==> config.mk <==
export PLATFORM = sky130hd
export DESIGN_NAME = pfc_requester
export DESIGN_NICKNAME = d
export VERILOG_FILES = /design/src/rtl/pfc_pkg.sv /design/src/rtl/pfc_cfg_regs.sv /design/src/rtl/pfc_level_mon.sv /design/src/rtl/pfc_req_fsm.sv /design/src/rtl/pfc_requester.sv
export SDC_FILE = /design/constraint.sdc
export NUM_CORES = 1
export LEC_CHECK = 0
export BUFFER_PORTS_ARGS = -buffer_cell sky130_fd_sc_hd__buf_2
export CAP_MARGIN = 25
export CORE_ASPECT_RATIO = 1.25
export CORE_UTILIZATION = 39
export CTS_CLUSTER_DIAMETER = 200
export DETAILED_ROUTE_END_ITERATION = 10
export GPL_TIMING_DRIVEN = 0
export PLACE_DENSITY = 0.76
export SETUP_SLACK_MARGIN = 0.4
export SKIP_CTS_REPAIR_TIMING = 1
export SYNTH_ARGS = -nofsm -noshare
export SYNTH_HDL_FRONTEND = slang
export SYNTH_SLANG_ARGS = --single-unit
==> constraint.sdc <==
create_clock -name clk -period 1.6 [get_ports clk]
set_input_delay 0.08 -clock clk [delete_from_list [all_inputs] [get_ports clk]]
set_output_delay 0.08 -clock clk [all_outputs]
set_load 0.02 [all_outputs]
==> src/rtl/pfc_pkg.sv <==
package pfc_pkg;
    localparam int KB_SHIFT = 10;
    localparam int CTL_W = 3;
    localparam int CTL_AUTO = 0;
    localparam int CTL_FMAX = 1;
    localparam int CTL_FZERO = 2;
    localparam logic [3:0] HW_RST = 4'd3;
    localparam logic [3:0] LW_RST = 4'd8;
    localparam logic [15:0] PTIME_MAX = 16'hFFFF;
    localparam logic [15:0] PTIME_ZERO = 16'h0000;

    typedef enum logic [1:0] {
        SRC_FMAX  = 2'd0,
        SRC_FZERO = 2'd1,
        SRC_AMAX  = 2'd2,
        SRC_AZERO = 2'd3
    } src_e;

    typedef struct packed {
        logic [3:0]       hw;
        logic [3:0]       lw;
        logic [CTL_W-1:0] ctl;
    } cfg_t;

    typedef struct packed {
        logic        busy;
        logic [15:0] ptime;
        src_e        src;
        logic        armed;
    } req_t;
endpackage

==> src/rtl/pfc_cfg_regs.sv <==
module pfc_cfg_regs
    import pfc_pkg::*;
(
    input  logic             clk,
    input  logic             rst_n,
    input  logic             thr_we,
    input  logic [7:0]       thr_wdata,
    input  logic             ctl_we,
    input  logic [CTL_W-1:0] ctl_wdata,
    input  logic             clr_fmax,
    input  logic             clr_fzero,
    output logic [3:0]       hw_kb,
    output logic [3:0]       lw_kb,
    output logic             force_max,
    output logic             force_zero,
    output logic             auto_en,
    output logic [7:0]       thr_rdata,
    output logic [CTL_W-1:0] ctl_rdata
);
    cfg_t cfg_d, cfg_q;

    always_comb begin
        cfg_d = cfg_q;
        if (clr_fmax)  cfg_d.ctl[CTL_FMAX]  = 1'b0;
        if (clr_fzero) cfg_d.ctl[CTL_FZERO] = 1'b0;
        if (ctl_we)    cfg_d.ctl = ctl_wdata;
        if (thr_we) begin
            cfg_d.hw = thr_wdata[7:4];
            cfg_d.lw = thr_wdata[3:0];
        end
    end

    always_ff @(posedge clk) begin
        if (!rst_n) cfg_q <= '{hw: HW_RST, lw: LW_RST, ctl: '0};
        else        cfg_q <= cfg_d;
    end

    assign hw_kb      = cfg_q.hw;
    assign lw_kb      = cfg_q.lw;
    assign force_max  = cfg_q.ctl[CTL_FMAX];
    assign force_zero = cfg_q.ctl[CTL_FZERO];
    assign auto_en    = cfg_q.ctl[CTL_AUTO];
    assign thr_rdata  = {cfg_q.hw, cfg_q.lw};
    assign ctl_rdata  = cfg_q.ctl;

    AST_FMAX_SELF_CLEAR: assert property (@(posedge clk) disable iff (!rst_n)
        (clr_fmax && !ctl_we) |=> !ctl_rdata[CTL_FMAX]);
    AST_FZERO_SELF_CLEAR: assert property (@(posedge clk) disable iff (!rst_n)
        (clr_fzero && !ctl_we) |=> !ctl_rdata[CTL_FZERO]);
endmodule

==> src/rtl/pfc_level_mon.sv <==
module pfc_level_mon
    import pfc_pkg::*;
#(
    parameter int FREE_W = 16
) (
    input  logic              clk,
    input  logic              rst_n,
    input  logic [FREE_W-1:0] free_bytes,
    input  logic [3:0]        hw_kb,
    input  logic [3:0]        lw_kb,
    output logic              space_low,
    output logic              space_high
);
    localparam int MARK_W = 4 + KB_SHIFT;

    logic [FREE_W-1:0] hw_bytes;
    logic [FREE_W-1:0] lw_bytes;

    always_comb begin
        hw_bytes = FREE_W'({hw_kb, {KB_SHIFT{1'b0}}});
        lw_bytes = FREE_W'({lw_kb, {KB_SHIFT{1'b0}}});
        if (hw_kb == 4'd0) space_low = (free_bytes == '0);
        else               space_low = (free_bytes < hw_bytes);
        space_high = (free_bytes > lw_bytes);
    end

    initial begin
        AST_FREE_WIDTH: assert (FREE_W >= MARK_W);
    end

    AST_ZERO_MARK: assert property (@(posedge clk) disable iff (!rst_n)
        (hw_kb == 4'd0 && free_bytes != '0) |-> !space_low);
endmodule

==> src/rtl/pfc_req_fsm.sv <==
module pfc_req_fsm
    import pfc_pkg::*;
(
    input  logic        clk,
    input  logic        rst_n,
    input  logic        force_max,
    input  logic        force_zero,
    input  logic        auto_en,
    input  logic        space_low,
    input  logic        space_high,
    input  logic        tx_done,
    output logic        pause_req,
    output logic [15:0] pause_time,
    output logic        clr_fmax,
    output logic        clr_fzero
);
    req_t st_d, st_q;
    logic done;

    always_comb begin
        st_d      = st_q;
        done      = st_q.busy && tx_done;
        clr_fmax  = done && (st_q.src == SRC_FMAX);
        clr_fzero = done && (st_q.src == SRC_FZERO);

        if (!auto_en)                            st_d.armed = 1'b0;
        else if (done && st_q.src == SRC_AMAX)   st_d.armed = 1'b1;
        else if (done && st_q.src == SRC_AZERO)  st_d.armed = 1'b0;

        if (st_q.busy) begin
            if (done) st_d.busy = 1'b0;
        end else if (force_max) begin
            st_d.busy = 1'b1; st_d.ptime = PTIME_MAX;  st_d.src = SRC_FMAX;
        end else if (force_zero) begin
            st_d.busy = 1'b1; st_d.ptime = PTIME_ZERO; st_d.src = SRC_FZERO;
        end else if (auto_en && !st_q.armed && space_low) begin
            st_d.busy = 1'b1; st_d.ptime = PTIME_MAX;  st_d.src = SRC_AMAX;
        end else if (auto_en && st_q.armed && space_high) begin
            st_d.busy = 1'b1; st_d.ptime = PTIME_ZERO; st_d.src = SRC_AZERO;
        end
    end

    always_ff @(posedge clk) begin
        if (!rst_n) st_q <= '{busy: 1'b0, ptime: PTIME_ZERO, src: SRC_FMAX, armed: 1'b0};
        else        st_q <= st_d;
    end

    assign pause_req  = st_q.busy;
    assign pause_time = st_q.ptime;

    AST_REQ_HOLD: assert property (@(posedge clk) disable iff (!rst_n)
        (pause_req && !tx_done) |=> (pause_req && $stable(pause_time)));
    AST_GAP_AFTER_DONE: assert property (@(posedge clk) disable iff (!rst_n)
        (pause_req && tx_done) |=> !pause_req);
    AST_LEGAL_TIME: assert property (@(posedge clk) disable iff (!rst_n)
        pause_req |-> (pause_time == PTIME_MAX || pause_time == PTIME_ZERO));
    AST_ARM_SOURCE: assert property (@(posedge clk) disable iff (!rst_n)
        $rose(st_q.armed) |-> $past(tx_done && st_q.busy && st_q.src == SRC_AMAX));
    AST_RESUME_ARMED: assert property (@(posedge clk) disable iff (!rst_n)
        ($rose(pause_req) && st_q.src == SRC_AZERO) |-> $past(st_q.armed));
    AST_DISARM: assert property (@(posedge clk) disable iff (!rst_n)
        !auto_en |=> !st_q.armed);
endmodule

==> src/rtl/pfc_requester.sv <==
module pfc_requester
    import pfc_pkg::*;
#(
    parameter int FREE_W = 16
) (
    input  logic              clk,
    input  logic              rst_n,
    input  logic [FREE_W-1:0] free_bytes,
    input  logic              thr_we,
    input  logic [7:0]        thr_wdata,
    output logic [7:0]        thr_rdata,
    input  logic              ctl_we,
    input  logic [CTL_W-1:0]  ctl_wdata,
    output logic [CTL_W-1:0]  ctl_rdata,
    input  logic              tx_done,
    output logic              pause_req,
    output logic [15:0]       pause_time
);
    logic [3:0] hw_kb, lw_kb;
    logic       force_max, force_zero, auto_en;
    logic       space_low, space_high;
    logic       clr_fmax, clr_fzero;

    pfc_cfg_regs u_cfg (
        .clk(clk), .rst_n(rst_n),
        .thr_we(thr_we), .thr_wdata(thr_wdata),
        .ctl_we(ctl_we), .ctl_wdata(ctl_wdata),
        .clr_fmax(clr_fmax), .clr_fzero(clr_fzero),
        .hw_kb(hw_kb), .lw_kb(lw_kb),
        .force_max(force_max), .force_zero(force_zero), .auto_en(auto_en),
        .thr_rdata(thr_rdata), .ctl_rdata(ctl_rdata)
    );

    pfc_level_mon #(.FREE_W(FREE_W)) u_mon (
        .clk(clk), .rst_n(rst_n),
        .free_bytes(free_bytes), .hw_kb(hw_kb), .lw_kb(lw_kb),
        .space_low(space_low), .space_high(space_high)
    );

    pfc_req_fsm u_fsm (
        .clk(clk), .rst_n(rst_n),
        .force_max(force_max), .force_zero(force_zero), .auto_en(auto_en),
        .space_low(space_low), .space_high(space_high),
        .tx_done(tx_done),
        .pause_req(pause_req), .pause_time(pause_time),
        .clr_fmax(clr_fmax), .clr_fzero(clr_fzero)
    );
endmodule

==> results.txt <==
The endpoint of the worst hold-timing path is u_cfg.hw_kb[0]$_SDFFE_PN1P_. The total of warnings raised by yosys came out at 0. The final net count came out at 221.

The post-synthesis average cell area came out at 8.621 um2. Derived from the worst setup path, the maximum achievable clock frequency is 0.5668 GHz. The final period demand of the worst path is 1.764 ns. Of the post-synthesis cell area, the dominant cell type holds 0.3149.

The final setup violation count came out at 4. The commonest cells after synthesis are buf_4 (19), dfxtp_1 (16), inv_1 (10), nand2_1 (10), nor2_1 (9). The design internal power is 0.0006950 W. The post-place setup slack is -0.1150 ns. The final cycle utilization of the critical path is 1.103.

The number of sinks on the clock net is 16. The capturing element type of the critical path is a flop. The logic gate share of total power is 0.359. Measured on the finished design, the core utilization comes to 0.5974.

The startpoint of the worst hold path is thr_wdata[4]. The height of the die is approximately 59 um. After global routing the overflow that remains totals 0. The multi-input logic area is about 570 um2. The number of detailed-route iterations in the first pass is 4. The instance count of the mapped netlist came out at 118. The total power is 0.001054 W. The number of cells traversed by the worst register-to-register path came out at 7. The headroom to the max-slew limit is 0.6499. The number of antenna violations at the first check in global routing is 0.

Clock-pin slew was measured on the worst setup and hold paths at 0.09 ns. The number of fill cells came out at 234. Of the synthesized area, sequential elements account for 0.3149. The critical path's slowest cell is or4_4. The global-route wire length before repair is just under 4 mm. The post-route antenna net violation count is 0. The area of the placeable core is 2452 um2.

The fraction of synthesis flops using an asynchronous set or reset pin is 0. For this configuration, the core starts out at a cell density of 0.4148. The actual slew at the worst max-slew pin came out at ~0.53 ns. 0 antenna diodes ended up in the layout. The number of levels in the clock H-tree is 1. The share of post-route cells with drive strength above 1 is 0.5525. The library cell with the highest instance count after synthesis is buf_4.

The HPWL after detailed placement is 1.997 mm. The die extent in x is 47.68 um. The number of synthesized register bits came out at 16. The final weighted congestion of routability-driven global placement is 0.7854. The cell count of the worst hold path is 3. The final-report max-slew violation count came out at 0.

The standard-cell row count came out at 20. The floorplan die area is 2818 um2. By startpoint and endpoint, the worst setup path is classified as reg2reg. The number of buffers on the longest clock path is 2. The number of endpoints with negative hold slack in the final report was 2. Power spread over the standard cell area amounts to 719.6 nW/um2.

The final reports fail on hold timing, setup timing. The setup check on the worst reg-to-reg path leaves a slack of -0.16 ns. The maximum single-stage delay on the critical path came out at 0.46 ns. TritonCTS built the clock tree. The wire length per cell after detailed routing came out at 11.93 um. The capture point of the worst reg-to-reg path is u_fsm.pause_time[14]$_SDFFE_PN0P_. The peak ir drop on the vdd network is ~0.00057 V. Of the total power, the clock network draws 0.214. Setup repair after global routing could not meet its margin everywhere.

Of all nets on the critical path, the largest fanout is 5. The area added between synthesis and finish came out at 44.03%. STA puts the critical path data arrival time at 1.96 ns. The via count of the first global-routing pass was 932. The worst register-to-register path begins at u_cfg.lw_kb[3]$_SDFFE_PN1P_. The required time reported for the critical path endpoint is ~1.8 ns. The maximum clock skew at final layout came out at 0.001258 ns.

Of all cell types, the one taking the most synthesized area is dfxtp_1. Entering global routing, the biggest net connects 18 pins. The worst min-delay path class is in2reg. In this run the tool buffered the top-level ports with 57 buffer cells. The number of synthesized flops with an enable pin came out at 0. The flow ran to the end, but the final reports show violations. The combined flip-flop and latch cell area came out at 335.3 um2. STA classifies the critical path startpoint as a flop.

In this run, the number of DRC markers left after iteration 0 of detailed routing was 15. The analysis attributes to net switching a power of 0.0003592 W. The max-capacitance violation count is 0. The later pin in the worst-skew pair is clocked with a latency of 0.30 ns. Of the total power, the share spent switching nets is 0.3407.

The count of pins on the block boundary came out at 60. The number of clock buffers added by TritonCTS is 3. The post-route worst hold slack came out at -0.004227 ns. The sequential cell fraction of total power is 0.427. Yosys attributes the largest share of cell area to dfxtp_1 (31%), buf_4 (14%), ha_1 (8.6%).

The number of different library cells used by synthesis comes to 31. The aggregate global-route resource usage is 0.1928. The root buffer cell chosen for the clock tree is clkbuf_4. The setup slack after layout came out at -0.1643 ns. Traced cell by cell, the critical path runs through inv_2, ha_4, nand4_1, or4_4, nand4_4, a31oi_1, o211a_1. The dominant register cell in the synthesized netlist is dfxtp_1. The final wirelength came out at 2.552 mm.

The total DRC errors in the routed layout is 0. The summed instance area of the synthesized netlist came out at 1017 um2. The final route contains 1,047 vias.

The detailed-route vias per instance came out at 4.893. The leakage power of the design came out at 0.7552 nW. The post-synth net total came out at between 150 and 200.
worst max-delay path, delay by kind of cell, from the launching register on:
family	cells	cell delay [ns]
adder cells (fa/ha/maj)	1	0.27
AO/OA/AOI/OAI	2	0.31
buffers and inverters	1	0.04
flip-flops	1	0.35
AND/OR/NAND/NOR	3	0.68
placed cells by master (no fill, tap or decap), drive strengths merged:
cell     synthesis  layout
o211a            2       2
o21ai            2       2
nand3            5       5
o221a            1       1
or4              1       1
nor4b            1       1
buf             20      79
clkbuf           2       5
o2111ai          1       1
a211o            1       1
nand4            2       2
a2111oi          1       1
o211ai           2       2
dfxtp           16      16
or3b             1       1
a31oi            2       2
nor4             4       4
o311ai           1       1
nand4b           2       2
o21a             1       1
a21oi            5       5
clkinv           1       2
and3             1       1
nand2           10      10
mux2i            7       7
ha               7       7
inv             10      10
nor2             9       9
worst max path at each step:
stage | from | end | slack (ns)
6_report | u_cfg.lw_kb[3]$_SDFFE_PN1P_ | u_fsm.pause_time[14]$_SDFFE_PN0P_ | -0.16
5_1_grt | u_cfg.lw_kb[1]$_SDFFE_PN0P_ | u_fsm.pause_time[14]$_SDFFE_PN0P_ | -0.25
4_1_cts | u_cfg.hw_kb[1]$_SDFFE_PN1P_ | u_fsm.pause_time[14]$_SDFFE_PN0P_ | -0.18
3_5_place_dp | u_cfg.lw_kb[1]$_SDFFE_PN0P_ | u_fsm.pause_time[14]$_SDFFE_PN0P_ | -0.12
3_3_place_gp | u_cfg.lw_kb[2]$_SDFFE_PN0P_ | u_fsm.st_q[2]$_SDFFE_PN0P_ | -0.07
2_1_floorplan | u_cfg.lw_kb[3]$_SDFFE_PN1P_ | u_fsm.st_q[2]$_SDFFE_PN0P_ | -0.07
state kept, by name (all words and copies together), names as in the netlist:
register / flops
u_fsm.st_q: 3
u_cfg.ctl_rdata: 3
u_fsm.pause_req: 1
u_cfg.lw_kb: 4
u_fsm.pause_time: 1
u_cfg.hw_kb: 4
cell families (layout without fill, tap and decap cells):
kind of cell / after synthesis / in the layout / synth area share
buf+inv: 33 / 96 / 0.1931
compound gates: 19 / 19 / 0.1390
simple gates: 36 / 36 / 0.1980
fa+ha+maj: 7 / 7 / 0.08610
mux: 7 / 7 / 0.06888
flops: 16 / 16 / 0.3149
power by group through the flow:
stage,registers [W],logic [W],clock network (W)
floorplan,0.000473,0.000219,0
global placement,0.000458,0.000344,0
detailed placement,0.000461,0.000356,0
CTS,0.000451,0.000359,0.000230
global route,0.000455,0.000416,0.000248
finish,0.000450,0.000378,0.000226
layer usage:
layer	routed length, um	global-route usage	vias to the layer above
li1	-	-	523
met1	930	0.1880	466
met2	1378	0.3687	52
met3	172	0.02439	6
met4	70	0.09524	0
met5	0	0	-
metrics by stage:
stage          setup TNS, ns  area [um2]  cells
2_1_floorplan        -0.1923        1054    118
3_3_place_gp         -0.1945        1380    208
3_5_place_dp         -0.3559        1380    208
4_1_cts              -0.5521        1406    212
5_1_grt              -0.8058        1465    214
6_report             -0.5247        1465    214
final cells by class:
cell class	count	share of cell area
Buffer	22	0.1059
Clock buffer	3	0.01537
Clock inverter	1	0.002562
Inverter	11	0.02818
Multi-Input combinational cell	69	0.3860
Sequential cell	16	0.2289
Tap cell	33	0.02818
Timing Repair Buffer	59	0.2050
No activity file was read; power rests on OpenSTA's default activity.
